[config.mk]
export PLATFORM = sky130hd
export DESIGN_NAME = i2c_start_gen
export DESIGN_NICKNAME = d
export VERILOG_FILES = /design/src/rtl/i2c_sta_pkg.sv /design/src/rtl/i2c_sta_sync.sv /design/src/rtl/i2c_sta_timer.sv /design/src/rtl/i2c_sta_fsm.sv /design/src/rtl/i2c_start_gen.sv
export SDC_FILE = /design/constraint.sdc
export NUM_CORES = 1
export LEC_CHECK = 0
export BUFFER_PORTS_ARGS = -buffer_cell sky130_fd_sc_hd__buf_2
export CORE_ASPECT_RATIO = 1.4
export CORE_MARGIN = 2
export CORE_UTILIZATION = 47
export DETAILED_ROUTE_END_ITERATION = 12
export PLACE_DENSITY = 0.7
export SKIP_CTS_REPAIR_TIMING = 1
export SLEW_MARGIN = 15
export SYNTH_ARGS = -nofsm -noshare
export SYNTH_HDL_FRONTEND = slang
export SYNTH_SLANG_ARGS = --single-unit
export TNS_END_PERCENT = 30
[constraint.sdc]
create_clock -name clk -period 1.6 [get_ports clk]
set_input_delay 0.24 -clock clk [delete_from_list [all_inputs] [get_ports clk]]
set_output_delay 0.24 -clock clk [all_outputs]
set_load 0.03 [all_outputs]
[src/rtl/i2c_sta_pkg.sv]
package i2c_sta_pkg;

    typedef enum logic [2:0] {
        ST_IDLE,
        ST_SETTLE,
        ST_PLS_LO,
        ST_PLS_HI,
        ST_STA_HOLD,
        ST_OWN,
        ST_REL_SDA
    } sta_state_e;

    localparam logic [7:0] CODE_RESET  = 8'hF8;
    localparam logic [7:0] CODE_START  = 8'h08;
    localparam logic [7:0] CODE_RSTART = 8'h10;

    typedef struct packed {
        logic sda;
        logic scl;
    } line_pair_t;

    // pull-down enables for each state
    function automatic line_pair_t drive_for(sta_state_e s);
        line_pair_t d;
        d = '{sda: 1'b0, scl: 1'b0};
        case (s)
            ST_PLS_LO:   d = '{sda: 1'b0, scl: 1'b1};
            ST_STA_HOLD: d = '{sda: 1'b1, scl: 1'b0};
            ST_OWN:      d = '{sda: 1'b1, scl: 1'b1};
            ST_REL_SDA:  d = '{sda: 1'b0, scl: 1'b1};
            default:     d = '{sda: 1'b0, scl: 1'b0};
        endcase
        return d;
    endfunction

    function automatic logic [7:0] code_for(logic rep);
        return rep ? CODE_RSTART : CODE_START;
    endfunction

endpackage

[src/rtl/i2c_sta_sync.sv]
module i2c_sta_sync #(
    parameter int W      = 2,
    parameter int STAGES = 2
) (
    input  logic         clk,
    input  logic         rst,
    input  logic [W-1:0] d,
    output logic [W-1:0] q
);
    logic [W-1:0] st [STAGES];

    always_ff @(posedge clk) begin
        if (rst) st[0] <= '1;
        else     st[0] <= d;
    end

    for (genvar i = 1; i < STAGES; i++) begin : g_stage
        always_ff @(posedge clk) begin
            if (rst) st[i] <= '1;
            else     st[i] <= st[i-1];
        end
    end

    assign q = st[STAGES-1];
endmodule

[src/rtl/i2c_sta_timer.sv]
module i2c_sta_timer #(
    parameter int LIMIT = 8
) (
    input  logic clk,
    input  logic rst,
    input  logic clr,
    input  logic en,
    output logic done
);
    localparam int CW = $clog2(LIMIT + 1);
    localparam logic [CW-1:0] LAST = CW'(LIMIT - 1);

    logic [CW-1:0] cnt;

    always_ff @(posedge clk) begin
        if (rst || clr)              cnt <= '0;
        else if (en && cnt != LAST)  cnt <= cnt + 1'b1;
    end

    assign done = en && (cnt == LAST);
endmodule

[src/rtl/i2c_sta_fsm.sv]
module i2c_sta_fsm
    import i2c_sta_pkg::*;
#(
    parameter int RETRY_PULSES = 2
) (
    input  logic       clk,
    input  logic       rst,
    input  logic       req_start,
    input  logic       req_rep,
    input  logic       force_tmo,
    input  logic       bus_free,
    input  logic       sda_s,
    input  logic       scl_s,
    input  logic       tmr_done,
    output sta_state_e state,
    output logic       tmr_clr,
    output logic       tmr_en,
    output logic [7:0] status,
    output logic       irq,
    output logic       pending
);
    localparam int PCW = (RETRY_PULSES > 1) ? $clog2(RETRY_PULSES) : 1;
    localparam logic [PCW-1:0] PLAST = PCW'(RETRY_PULSES - 1);

    sta_state_e nxt;
    logic [PCW-1:0] pcnt;
    logic rep;
    logic accept;
    logic sent;

    always_comb begin
        nxt = state;
        case (state)
            ST_IDLE:     if (pending && (bus_free || force_tmo)) nxt = ST_SETTLE;
            ST_SETTLE:   if (tmr_done) nxt = sda_s ? ST_STA_HOLD : ST_PLS_LO;
            ST_PLS_LO:   if (tmr_done) nxt = ST_PLS_HI;
            ST_PLS_HI:   if (tmr_done) nxt = (pcnt == PLAST) ? ST_SETTLE : ST_PLS_LO;
            ST_STA_HOLD: if (tmr_done) nxt = ST_OWN;
            ST_OWN:      if (pending) nxt = ST_REL_SDA;
            ST_REL_SDA:  if (tmr_done) nxt = ST_SETTLE;
            default:     nxt = ST_IDLE;
        endcase
    end

    // the settle window restarts while the clock line is held low
    assign tmr_clr = (nxt != state) || (state == ST_SETTLE && !scl_s);
    assign tmr_en  = (state == ST_SETTLE || state == ST_PLS_HI) ? scl_s : 1'b1;
    assign accept  = (state == ST_IDLE && req_start) || (state == ST_OWN && req_rep);
    assign sent    = (state == ST_STA_HOLD) && tmr_done;

    always_ff @(posedge clk) begin
        if (rst) begin
            state   <= ST_IDLE;
            pcnt    <= '0;
            rep     <= 1'b0;
            pending <= 1'b0;
            irq     <= 1'b0;
            status  <= CODE_RESET;
        end else begin
            state <= nxt;
            if (accept) begin
                pending <= 1'b1;
                irq     <= 1'b0;
                rep     <= (state == ST_OWN);
            end
            if (state == ST_PLS_HI && tmr_done)
                pcnt <= (pcnt == PLAST) ? '0 : pcnt + 1'b1;
            if (sent) begin
                pending <= 1'b0;
                irq     <= 1'b1;
                status  <= code_for(rep);
                pcnt    <= '0;
            end
        end
    end
endmodule

[src/rtl/i2c_start_gen.sv]
module i2c_start_gen
    import i2c_sta_pkg::*;
#(
    parameter int HALF_CYC     = 8,
    parameter int RETRY_PULSES = 2,
    parameter int SYNC_STAGES  = 2
) (
    input  logic       clk,
    input  logic       rst,
    input  logic       req_start,
    input  logic       req_rep,
    input  logic       force_tmo,
    input  logic       bus_free,
    input  logic       sda_in,
    input  logic       scl_in,
    output logic       sda_pd,
    output logic       scl_pd,
    output logic [7:0] status,
    output logic       irq,
    output logic       start_pending
);
    line_pair_t raw, syn, drv;
    logic sda_syn, scl_syn;
    logic tmr_clr, tmr_en, tmr_done;
    sta_state_e state;

    assign raw = '{sda: sda_in, scl: scl_in};

    i2c_sta_sync #(.W(2), .STAGES(SYNC_STAGES)) u_sync (
        .clk(clk), .rst(rst), .d(raw), .q(syn)
    );
    assign sda_syn = syn.sda;
    assign scl_syn = syn.scl;

    i2c_sta_timer #(.LIMIT(HALF_CYC)) u_timer (
        .clk(clk), .rst(rst), .clr(tmr_clr), .en(tmr_en), .done(tmr_done)
    );

    i2c_sta_fsm #(.RETRY_PULSES(RETRY_PULSES)) u_fsm (
        .clk(clk), .rst(rst),
        .req_start(req_start), .req_rep(req_rep),
        .force_tmo(force_tmo), .bus_free(bus_free),
        .sda_s(sda_syn), .scl_s(scl_syn), .tmr_done(tmr_done),
        .state(state), .tmr_clr(tmr_clr), .tmr_en(tmr_en),
        .status(status), .irq(irq), .pending(start_pending)
    );

    assign drv    = drive_for(state);
    assign sda_pd = drv.sda;
    assign scl_pd = drv.scl;
endmodule

==> impl_metrics.toml <==
[run_status]
status = "completed"

[global_route]
antenna_found_initial = 0
grt_pass1_wl_um = 3325
grt_pass1_vias = 781
grt_max_degree = 19
grt_usage_pct = 17.72
grt-ovfl-total = 0

[placement]
dpl.hpwl_um = 1412
gp_congestion = 0.8048
portBuffers = 16
placedInstanceArea_mm2 = 0.001067

[clock_network]
cts-root-buf = "clkbuf_4"
worstSkewPairLatency_ns = 0.29
path_clk_slew_ns = 0.10
cts_inserted_buffers = 3
htreeDepth = 1
clock-sinks = 18
clockBufferDepth = 2
cts_tree = "done"

[timing]
finalCritPeriodShare_pct = 97.00
setup_tns_ns = 0
max_freq_mhz = 644.3
rsz0062_at_grt = "yes"
min_period_ns = 1.552
finalMaxSlewViolations = 0
finClkSkew_ns = 0.004701
hold_viol = 0
holdWs_ns = 0.1168
setup_viol = 0

[pwr]
p_int_w = 0.0006934
pwr-share-seq_pct = 52.6
swShare_pct = 27.48
p_leak_nw = 0.4540
p_switching_w = 0.0002628
clkPwrFrac_pct = 28.7
power.total_w = 0.0009562
combinationalPowerShare_pct = 18.7
vdd_drop_max_v = 0.0006229
p_per_area_mw_per_mm2 = 841.7

[die]
die_h_um = 57.12
ios = 20
core_mm2 = 0.001926
rows = 19
die_x_um = 41.94
die_area_mm2 = 0.002395
start_util_pct = 49.19

[worst_setup_path]
cp.required_ns = 1.79
crit_type = "register to register"
crit_arrival_ns = 1.74
startpoint_type = "register"
cpPeakStageDelay_ns = 0.50
end_kind = "register"
cp_max_fo = 6
critical_path.cell_chain = "ha_4, and3b_2, nor3b_2, or4b_4, nand4_4, nor2_1"
crit_slowest_cell = "or4b_4"

[logic_synthesis]
yosysSeqAreaShare_pct = 38.04
synthArstFlopShare_pct = 0
synthFlopType = "dfxtp_1"
yosysUniqueCellTypes = 40
synth_edf_count = 0
netlist_top_cells_count = "dfxtp_1 (18), nor2_1 (13), a21oi_1 (12)"
yosys-top-cells-area = "dfxtp_1 (38%), a21oi_1 (6.3%), nor2_1 (5.2%)"
synth_seq_cells = 18
syn-instance-count = 115
synthesis.area_um2 = 947.2
yosysWarnings = 0
synth_top_area_share_pct = 38.04
syn_area_per_cell_um2 = 8.236
synth_most_common_cell = "dfxtp_1"
netlist.top_cell.by_area = "dfxtp_1"

[routing]
firstDrtPassIters = 4
drtIter0Drc = 13
drtAntennaViolNets = 0
vias = 843
vias_per_cell = 5.439
routedWlPerCell_um = 11.92
drt-total-wl_um = 1847
drc = 0

[finish]
drive_above_1_share_pct = 35.07
num_antenna_cells = 0
fin_nets = 144
nFillCells = 163
syn2layout_area_growth_pct = 19.95
final_area_mm2 = 0.001136

[job]
cap_viol_max_count = 0

[worst_hold_path]
min_path_type = "input port to register"
-- metal layers --
metal | track usage [%] | wire length, um | part of all wire [%] | up-vias
met2 | 29.69 | 928 | 50 | 14
li1 | - | - | - | 439
met5 | 0 | 0 | 0 | -
met1 | 21.67 | 834 | 45 | 386
met3 | 2.215 | 53 | 2.9 | 4
met4 | 10.14 | 30 | 1.6 | 0
-- critical path, delay by kind of cell (launching register included) --
kind / cells / cell delay, ns
adder cells (fa/ha/maj): 1 / 0.16
flip-flops: 1 / 0.38
AND/OR/NAND/NOR: 5 / 0.92
-- power groups by stage --
| stage | combinational (W) | sequential, W | clock (W) |
|---|---|---|---|
| detailed placement | 0.000170 | 0.000514 | 0 |
| global placement | 0.000170 | 0.000512 | 0 |
| CTS | 0.000171 | 0.000504 | 0.000288 |
| finish | 0.000179 | 0.000503 | 0.000274 |
| global route | 0.000198 | 0.000508 | 0.000309 |
| floorplan | 0.000137 | 0.000507 | 0 |
-- area by class of cell --
class                           count  area [um2]  area share, %
Multi-Input combinational cell     84       539.3          47.47
Sequential cell                    18       372.9          32.82
Timing Repair Buffer               25       150.1          13.22
Clock buffer                        4       36.28          3.194
Tap cell                           21       26.28          2.313
Inverter                            3       11.26         0.9912
-- kinds of logic after synthesis --
kind of cell	share of synthesized area, %
xor gates and xnor gates	0.9249
muxes	3.171
other	0.3959
DFF	38.05
AOI/OAI and AO/OA	17.70
adders and majority gates	1.321
and+or+nand+nor	29.06
buffers and inverters	9.379
-- metrics by stage --
step / utilization (%) / cells / setup slack, ns
detailed placement: 55.43 / 150 / 0.03999
global placement: 55.43 / 150 / 0.06039
CTS: 57.31 / 154 / -0.1643
global route: 59.00 / 155 / -0.01281
finish: 59.00 / 155 / 0.04800
floorplan: - / 117 / 0.01330
-- state kept, by name, summed over array words and instances, names as in the netlist --
| signal | count |
|---|---|
| u_fsm.irq | 1 |
| u_fsm.status | 3 |
| u_fsm.rep | 1 |
| u_fsm.state | 3 |
| u_timer.cnt | 4 |
| u_fsm.pcnt | 1 |
| u_sync.st | 4 |
| u_fsm.pending | 1 |
-- path summary, 6_finish.rpt --
path	end	from	depth (start not counted)	slack (ns)
min	u_sync.st[0][0]	scl_in	2	0.12
max	u_timer.cnt[1]	u_timer.cnt[0]	6	0.05
min reg2reg	u_sync.st[1][0]	u_sync.st[0][0]	1	0.42
max reg2reg	u_timer.cnt[1]	u_timer.cnt[0]	6	0.05
-- cell usage in the layout, fill, tap and decap left out, types with 2 or more instances in the layout --
master	instances
inv_1	3
nor2_1	13
buf_4	9
mux2i_1	3
dfxtp_1	14
nand3_1	4
buf_2	15
conb_1	3
a21o_1	2
clkbuf_4	4
and2_1	2
a21oi_1	12
o21ai_0	2
a31oi_1	3
nor3_1	4
nand2_1	8
or3_1	2
or2_2	4
dfxtp_4	3
(Power assumes the default switching activity.)
